**config.mk**
```make
export PLATFORM = sky130hd
export DESIGN_NAME = cic_decim
export DESIGN_NICKNAME = d
export VERILOG_FILES = /design/src/rtl/cic_decim.sv
export SDC_FILE = /design/constraint.sdc
export NUM_CORES = 2
export LEC_CHECK = 0
export ABC_AREA = 0
export ABC_CLOCK_PERIOD_IN_PS = 6500
export BUFFER_PORTS_ARGS = -buffer_cell sky130_fd_sc_hd__buf_2
export CORE_MARGIN = 2
export CORE_UTILIZATION = 45
export DETAILED_ROUTE_END_ITERATION = 10
export PLACE_DENSITY = 0.66
export SLEW_MARGIN = 20
export SYNTH_ARGS = -nofsm -noshare
export SYNTH_HDL_FRONTEND = slang
export SYNTH_SLANG_ARGS = --single-unit
```
**constraint.sdc**
```tcl
create_clock -name clk -period 6.5 [get_ports clk]
set_input_delay 0.325 -clock clk [delete_from_list [all_inputs] [get_ports clk]]
set_output_delay 0.325 -clock clk [all_outputs]
set_load 0.02 [all_outputs]
```
**src/rtl/cic_decim.sv**
```systemverilog
module cic_decim #(
  parameter int IN_W  = 18,
  parameter int OUT_W = 24,
  parameter int ORDER = 4,
  parameter int RATE  = 4096,
  parameter logic [255:0] PRUNE = '0
) (
  input  logic             clk,
  input  logic             rst,
  input  logic             in_valid,
  input  logic [IN_W-1:0]  in_data,
  output logic             out_valid,
  output logic [OUT_W-1:0] out_data
);
  function automatic int drop(input int s);
    return int'(PRUNE[8*s +: 8]);
  endfunction

  localparam int FULL_W = IN_W + ORDER * $clog2(RATE);
  localparam int CNT_W  = $clog2(RATE);
  localparam int NS     = 2 * ORDER;
  localparam int WL     = FULL_W - drop(NS - 1);

  logic [CNT_W-1:0] cnt;
  logic             dec_q;
  wire              at_last = (cnt == CNT_W'(RATE - 1));

  always_ff @(posedge clk) begin
    if (rst) begin
      cnt   <= '0;
      dec_q <= 1'b0;
    end else begin
      dec_q <= in_valid && at_last;
      if (in_valid) cnt <= at_last ? '0 : cnt + CNT_W'(1);
    end
  end

  wire [FULL_W-1:0] in_ext = {{(FULL_W-IN_W){in_data[IN_W-1]}}, in_data};

  for (genvar j = 0; j < ORDER; j++) begin : g_int
    localparam int W = FULL_W - drop(j);
    logic [W-1:0] acc;
    logic [W-1:0] din;
    if (j == 0) begin : g_src
      assign din = W'(in_ext >> drop(0));
    end else begin : g_src
      localparam int WP = FULL_W - drop(j - 1);
      assign din = W'(g_int[j-1].acc >> (WP - W));
    end
    always_ff @(posedge clk) begin
      if (rst)           acc <= '0;
      else if (in_valid) acc <= acc + din;
    end
  end

  for (genvar j = 0; j < ORDER; j++) begin : g_comb
    localparam int W  = FULL_W - drop(ORDER + j);
    localparam int WP = FULL_W - drop(ORDER + j - 1);
    logic [W-1:0] din, dly, val;
    logic         vin, vout;
    if (j == 0) begin : g_src
      assign din = W'(g_int[ORDER-1].acc >> (WP - W));
      assign vin = dec_q;
    end else begin : g_src
      assign din = W'(g_comb[j-1].val >> (WP - W));
      assign vin = g_comb[j-1].vout;
    end
    always_ff @(posedge clk) begin
      if (rst) begin
        dly  <= '0;
        val  <= '0;
        vout <= 1'b0;
      end else begin
        vout <= vin;
        if (vin) begin
          val <= din - dly;
          dly <= din;
        end
      end
    end
  end

  assign out_valid = g_comb[ORDER-1].vout;
  assign out_data  = OUT_W'(g_comb[ORDER-1].val >> (WL - OUT_W));
endmodule


```
-- After elaboration in Yosys (flattened, before gate mapping)
Index checks and enable logic that the tools add are counted.
- register bits: 809
- output and inout bits: 25
- input bits: 21
- logic and storage cells: 30
- eq/ne operators: 1
- reduce and logical (&&, ||, !) cells: 1
- multiplexer cells: 1
- add/sub/neg operators: 9
- operators with widths (operator ; count):
    $add 66x66->66 ; 4
    $sub 66x66->66 ; 4
    $add 12x1->12 const B ; 1
    $eq 12x12->1 const B ; 1
    $mux 12 ; 1
    $logic_and 1x1->1 ; 1

-- Longest topological paths before layout
- word-level depth: 2
- gate-level depth with buffers: 17
- gate-level depth less buffers: 17

-- Worst setup path after synthesis
OpenSTA, ideal clock, no wires.
- path type: register to register
- start: register g_comb[0].val[0]
- end: register g_comb[1].val[62]
- cell stages (with the launch flop): 18
- arrival: 3.586 ns
- setup time: 0.127 ns
- data required time: 6.373 ns
- buffers on the path: 0
- setup slack: 2.787 ns
- period minus slack after synthesis: 3.713 ns
- path through: dfxtp_1 -> inv_1 -> ha_1 -> inv_1 -> fa_1 -> a211oi_2 -> o21ai_1 -> a21oi_2 -> a21oi_1 -> a221o_1 -> or3_1 -> a41o_1 -> a21o_1 -> a41o_1 -> o211a_1 -> a31oi_1 -> xor2_1 -> o21ai_1
- word-level cells in the longest chain between the ends: 1
- ends and longest elaborated chain (element ; line ; text):
    from (decl) ; 59 ; logic [W-1:0] din, dly, val;
    from (signal assigned) ; 76 ; val <= din - dly;
    $sub 66x66->66 ; 76 ;
    to (signal assigned) ; 76 ;
    to (decl) ; 59 ;
No other way between the ends.
A chain may end at the register's enable or synchronous reset.

-- Final worst setup path
- start: register g_int[1].acc[0]
- end: register g_int[1].acc[64]
- word-level cells in the longest chain between the ends: 1
- ends and longest elaborated chain (element ; line ; text):
    from (decl) ; 42 ; logic [W-1:0] acc;
    from (signal assigned) ; 52 ; else if (in_valid) acc <= acc + din;
    $add 66x66->66 ; 52 ;
No other way between the ends.

==> results.yml <==
run_status:
  status: "finished clean"
layout:
  mostFrequentLayoutCell: "nor2_1"
  final_nets: 7321
  areaGrowthSynthToFinish_pct: 7.748
  seq_area_mm2: 0.01537
  drive_gt1_share_pct: 4.063
  diodes: 0
  nFillCells: 11920
  multi_input_area_mm2: 0.03695
  mostFrequentLayoutCells: "nor2_1 (916), dfxtp_1 (763), a21oi_1 (640)"
  instances_no_fill: 8468
critical_path:
  setup.worst_path.start_class: "register"
  worstPathMaxFanout: 5
  cp.required_ns: 7.02
  rrSetupSlack_ns: 2.08
  endpoint: "g_int[1].acc[64]"
  r2r-start: "g_int[1].acc[0]"
  crit_arrival_ns: 4.94
  endpoint_kind: "register"
  ff2ff_path_depth: 16
  rr_endpoint: "g_int[1].acc[64]"
  critPathKind: "register to register"
  critPathLaunch: "g_int[1].acc[0]"
route:
  firstDrtPassIters: 6
  wl_per_cell_um: 15.52
  drt_iter0_markers: 2844
  wl_um: 131400
  vias_per_cell: 5.493
  ant_nets: 0
  num_vias: 46510
  drcViolationCount: 0
logic_synthesis:
  synth_top_family_by_area: "compound AO/OA/AOI/OAI gates"
  synth-compound-area-share_pct: 22.50
  netlist_area_mm2: 0.05505
  synth_nets: 7494
  muxShareOfSynthArea_pct: 9.332
  yosysSeqAreaShare_pct: 27.89
  syn_area_per_cell_um2: 7.925
  ys_ff_latch: 767
  yosys_warnings: 0
  synthAdderAreaFrac_pct: 12.07
  synth_edf_count: 0
  ys.flop_type: "dfxtp_1"
  async_flop_share_pct: 0
  syn_inst: 6946
  synth_cell_types: 92
  synthSimpleGateAreaFrac_pct: 16.21
  synth-xor-area-share_pct: 6.969
floorplanning:
  boundaryPins: 46
  fp.dieH_um: 353.8
  core_mm2: 0.1216
  start_util_pct: 45.29
  row_count: 128
  die-area_mm2: 0.1251
  chipWidth_um: 353.8
power:
  power_leakage_nw: 25.94
  powerDensity_mw_per_mm2: 230.9
  clkPwrFrac_pct: 37.7
  power_frac_comb_pct: 24.9
  vdd_drop_max_mv: 0.1732
  intPower_mw: 9.433
  netSwitchingFraction_pct: 31.13
  switchingPower_mw: 4.265
  pwr-share-seq_pct: 37.5
place:
  place_inst: 8307
  dpl.hpwl_um: 99780
  place_congestion: 0.9167
  port_buffers: 45
clock_network:
  cts_tree: "yes"
  clockBufferDepth: 3
  clockRootBuffer: "clkbuf_16"
  htree_levels: 3
  path_clk_slew_ns: 0.06
  cts_made_buffers: 88
  clk_latency_ns: 0.67
  post-cts-setup-buffers: 0
  cts_sinks: 767
global_routing:
  grt_usage_pct: 20.35
  grt_antenna_before_repair: 0
  grt_max_degree: 90
  grt_pass1_wl_um: 219600
  grt-ovfl-total: 0
  grt_pass1_vias: 44370
timing:
  rsz0062_at_grt: "no"
  hold_viol: 0
  fin_crit_sh_pct: 67.99
  max_slew_margin_pct: 34.12
  layout_min_cycle_time_ns: 4.419
  clock_skew_ns: 0.02402
  fmax_ghz: 0.2263
  worstMarginPinSlew_ns: 0.9848
  setup_viol: 0
  finalMaxSlewViolations: 0
  setup_tns_ns: 0
hold_path:
  hold_path_class: "primary input to register"
flow_run:
  maxCapViolations: 0
synth_stat cells, types with 18 or more instances:
library cell / instances / area (um2)
a211o_1: 19 / 166.4
a211oi_1: 67 / 503.0
a21boi_0: 24 / 180.2
a21o_1: 340 / 2552
a21oi_1: 640 / 3203
a221o_1: 18 / 180.2
a221oi_1: 18 / 157.7
a31oi_1: 72 / 450.4
and2_1: 21 / 131.4
and3_1: 47 / 294.0
buf_1: 35 / 131.4
clkbuf_1: 296 / 1111
dfxtp_1: 767 / 15350
ha_1: 520 / 6506
inv_1: 391 / 1468
mux2i_1: 511 / 5115
nand2_1: 483 / 1813
nand2b_1: 56 / 350.3
nand3_1: 111 / 555.5
nand4_1: 122 / 763.2
nor2_1: 919 / 3450
nor2b_1: 69 / 431.7
nor3_1: 82 / 410.4
nor4_1: 22 / 137.6
o211ai_1: 25 / 187.7
o21a_1: 45 / 337.8
o21ai_0: 372 / 1862
o21ai_1: 36 / 180.2
o21bai_1: 89 / 668.1
o22ai_1: 19 / 118.9
o31ai_1: 33 / 247.7
or3_1: 19 / 118.9
xnor2_1: 271 / 2374
xor2_1: 167 / 1463
how the worst min path moves through the flow:
stage / to / depth (start not counted) / slack [ns] / from
finish: g_int[0].acc[0] / 4 / 0.07 / in_data[0]
global route: g_int[0].acc[0] / 4 / 0.06 / in_data[0]
global placement: g_comb[3].val[64] / 2 / 0.44 / g_comb[3].val[64]
CTS: g_int[0].acc[0] / 4 / 0.03 / in_data[0]
floorplan: g_comb[0].val[47] / 2 / 0.44 / g_comb[0].val[47]
detailed placement: g_comb[3].val[55] / 2 / 0.44 / g_comb[3].val[55]
final cells by class:
cell class,instances,share of cell area [%]
repair buffers,73,0.7910
well taps,1625,3.428
clock buffers,121,4.107
flip-flops and latches,767,25.91
multi-input cells,5450,62.29
clock inverters,39,0.9830
inverters,393,2.487
power by group through the flow:
stage	logic (mW)	registers (mW)	clock network, mW
CTS	3.38	5.13	5.31
global placement	3.34	5.22	0
global route	3.80	5.16	5.50
finish	3.41	5.13	5.16
floorplan	2.74	5.13	0
detailed placement	3.37	5.23	0
worst max-delay path: stages, from the launching register on:
cell      delay, ns
dfxtp_1        0.39
ha_1           0.21
inv_1          0.06
fa_1           0.37
nor2b_1        0.16
o21a_1         0.15
o21ai_1        0.09
a21oi_1        0.23
o211ai_1       0.21
o41ai_2        0.55
a31oi_1        0.35
o21ai_1        0.38
a31oi_1        0.23
o31ai_1        0.46
a21oi_1        0.16
a31oi_1        0.18
o41ai_1        0.09
per-layer routing:
layer | wire, um | global-route usage [%] | vias up
met5 | 0 | 0 | -
li1 | - | - | 24390
met1 | 64450 | 27.36 | 21160
met3 | 3741 | 2.175 | 247
met2 | 58980 | 33.88 | 710
met4 | 4212 | 6.851 | 0
cell families (layout without fill, tap and decap cells):
group | count (synthesis) | after routing
xor+xnor | 438 | 438
compound gates | 1961 | 1961
simple gates | 2011 | 2011
flops | 767 | 767
fa+ha+maj | 527 | 527
buf+inv | 729 | 626
mux | 513 | 513
repair_timing:
item	4_1_cts	5_1_grt
resized for setup	0	0
hold endpoints to repair	4	0
hold buffers	1	0
sequential cells by signal (all words and copies together), names as in the netlist:
signal / count
g_comb.dly: 264
g_comb.val: 222
g_int.acc: 198
g_comb.din: 66
cnt: 12
g_comb.vout: 3
dec_q: 1
out_valid: 1
through the flow:
stage | util (%) | worst slack (ns) | cell area (um2) | total power [mW] | hold slack [ns]
after floorplan | - | 2.787 | 55050 | 7.864 | 0.4425
after global placement | 46.30 | 2.109 | 56280 | 8.561 | 0.4368
after detailed placement | 46.30 | 2.093 | 56280 | 8.595 | 0.4432
after CTS | 48.79 | 2.076 | 59310 | 13.82 | 0.03378
after global routing | 48.80 | 1.635 | 59310 | 14.47 | 0.05616
final | 48.80 | 2.081 | 59310 | 13.70 | 0.07044
(Power assumes the default switching activity.)
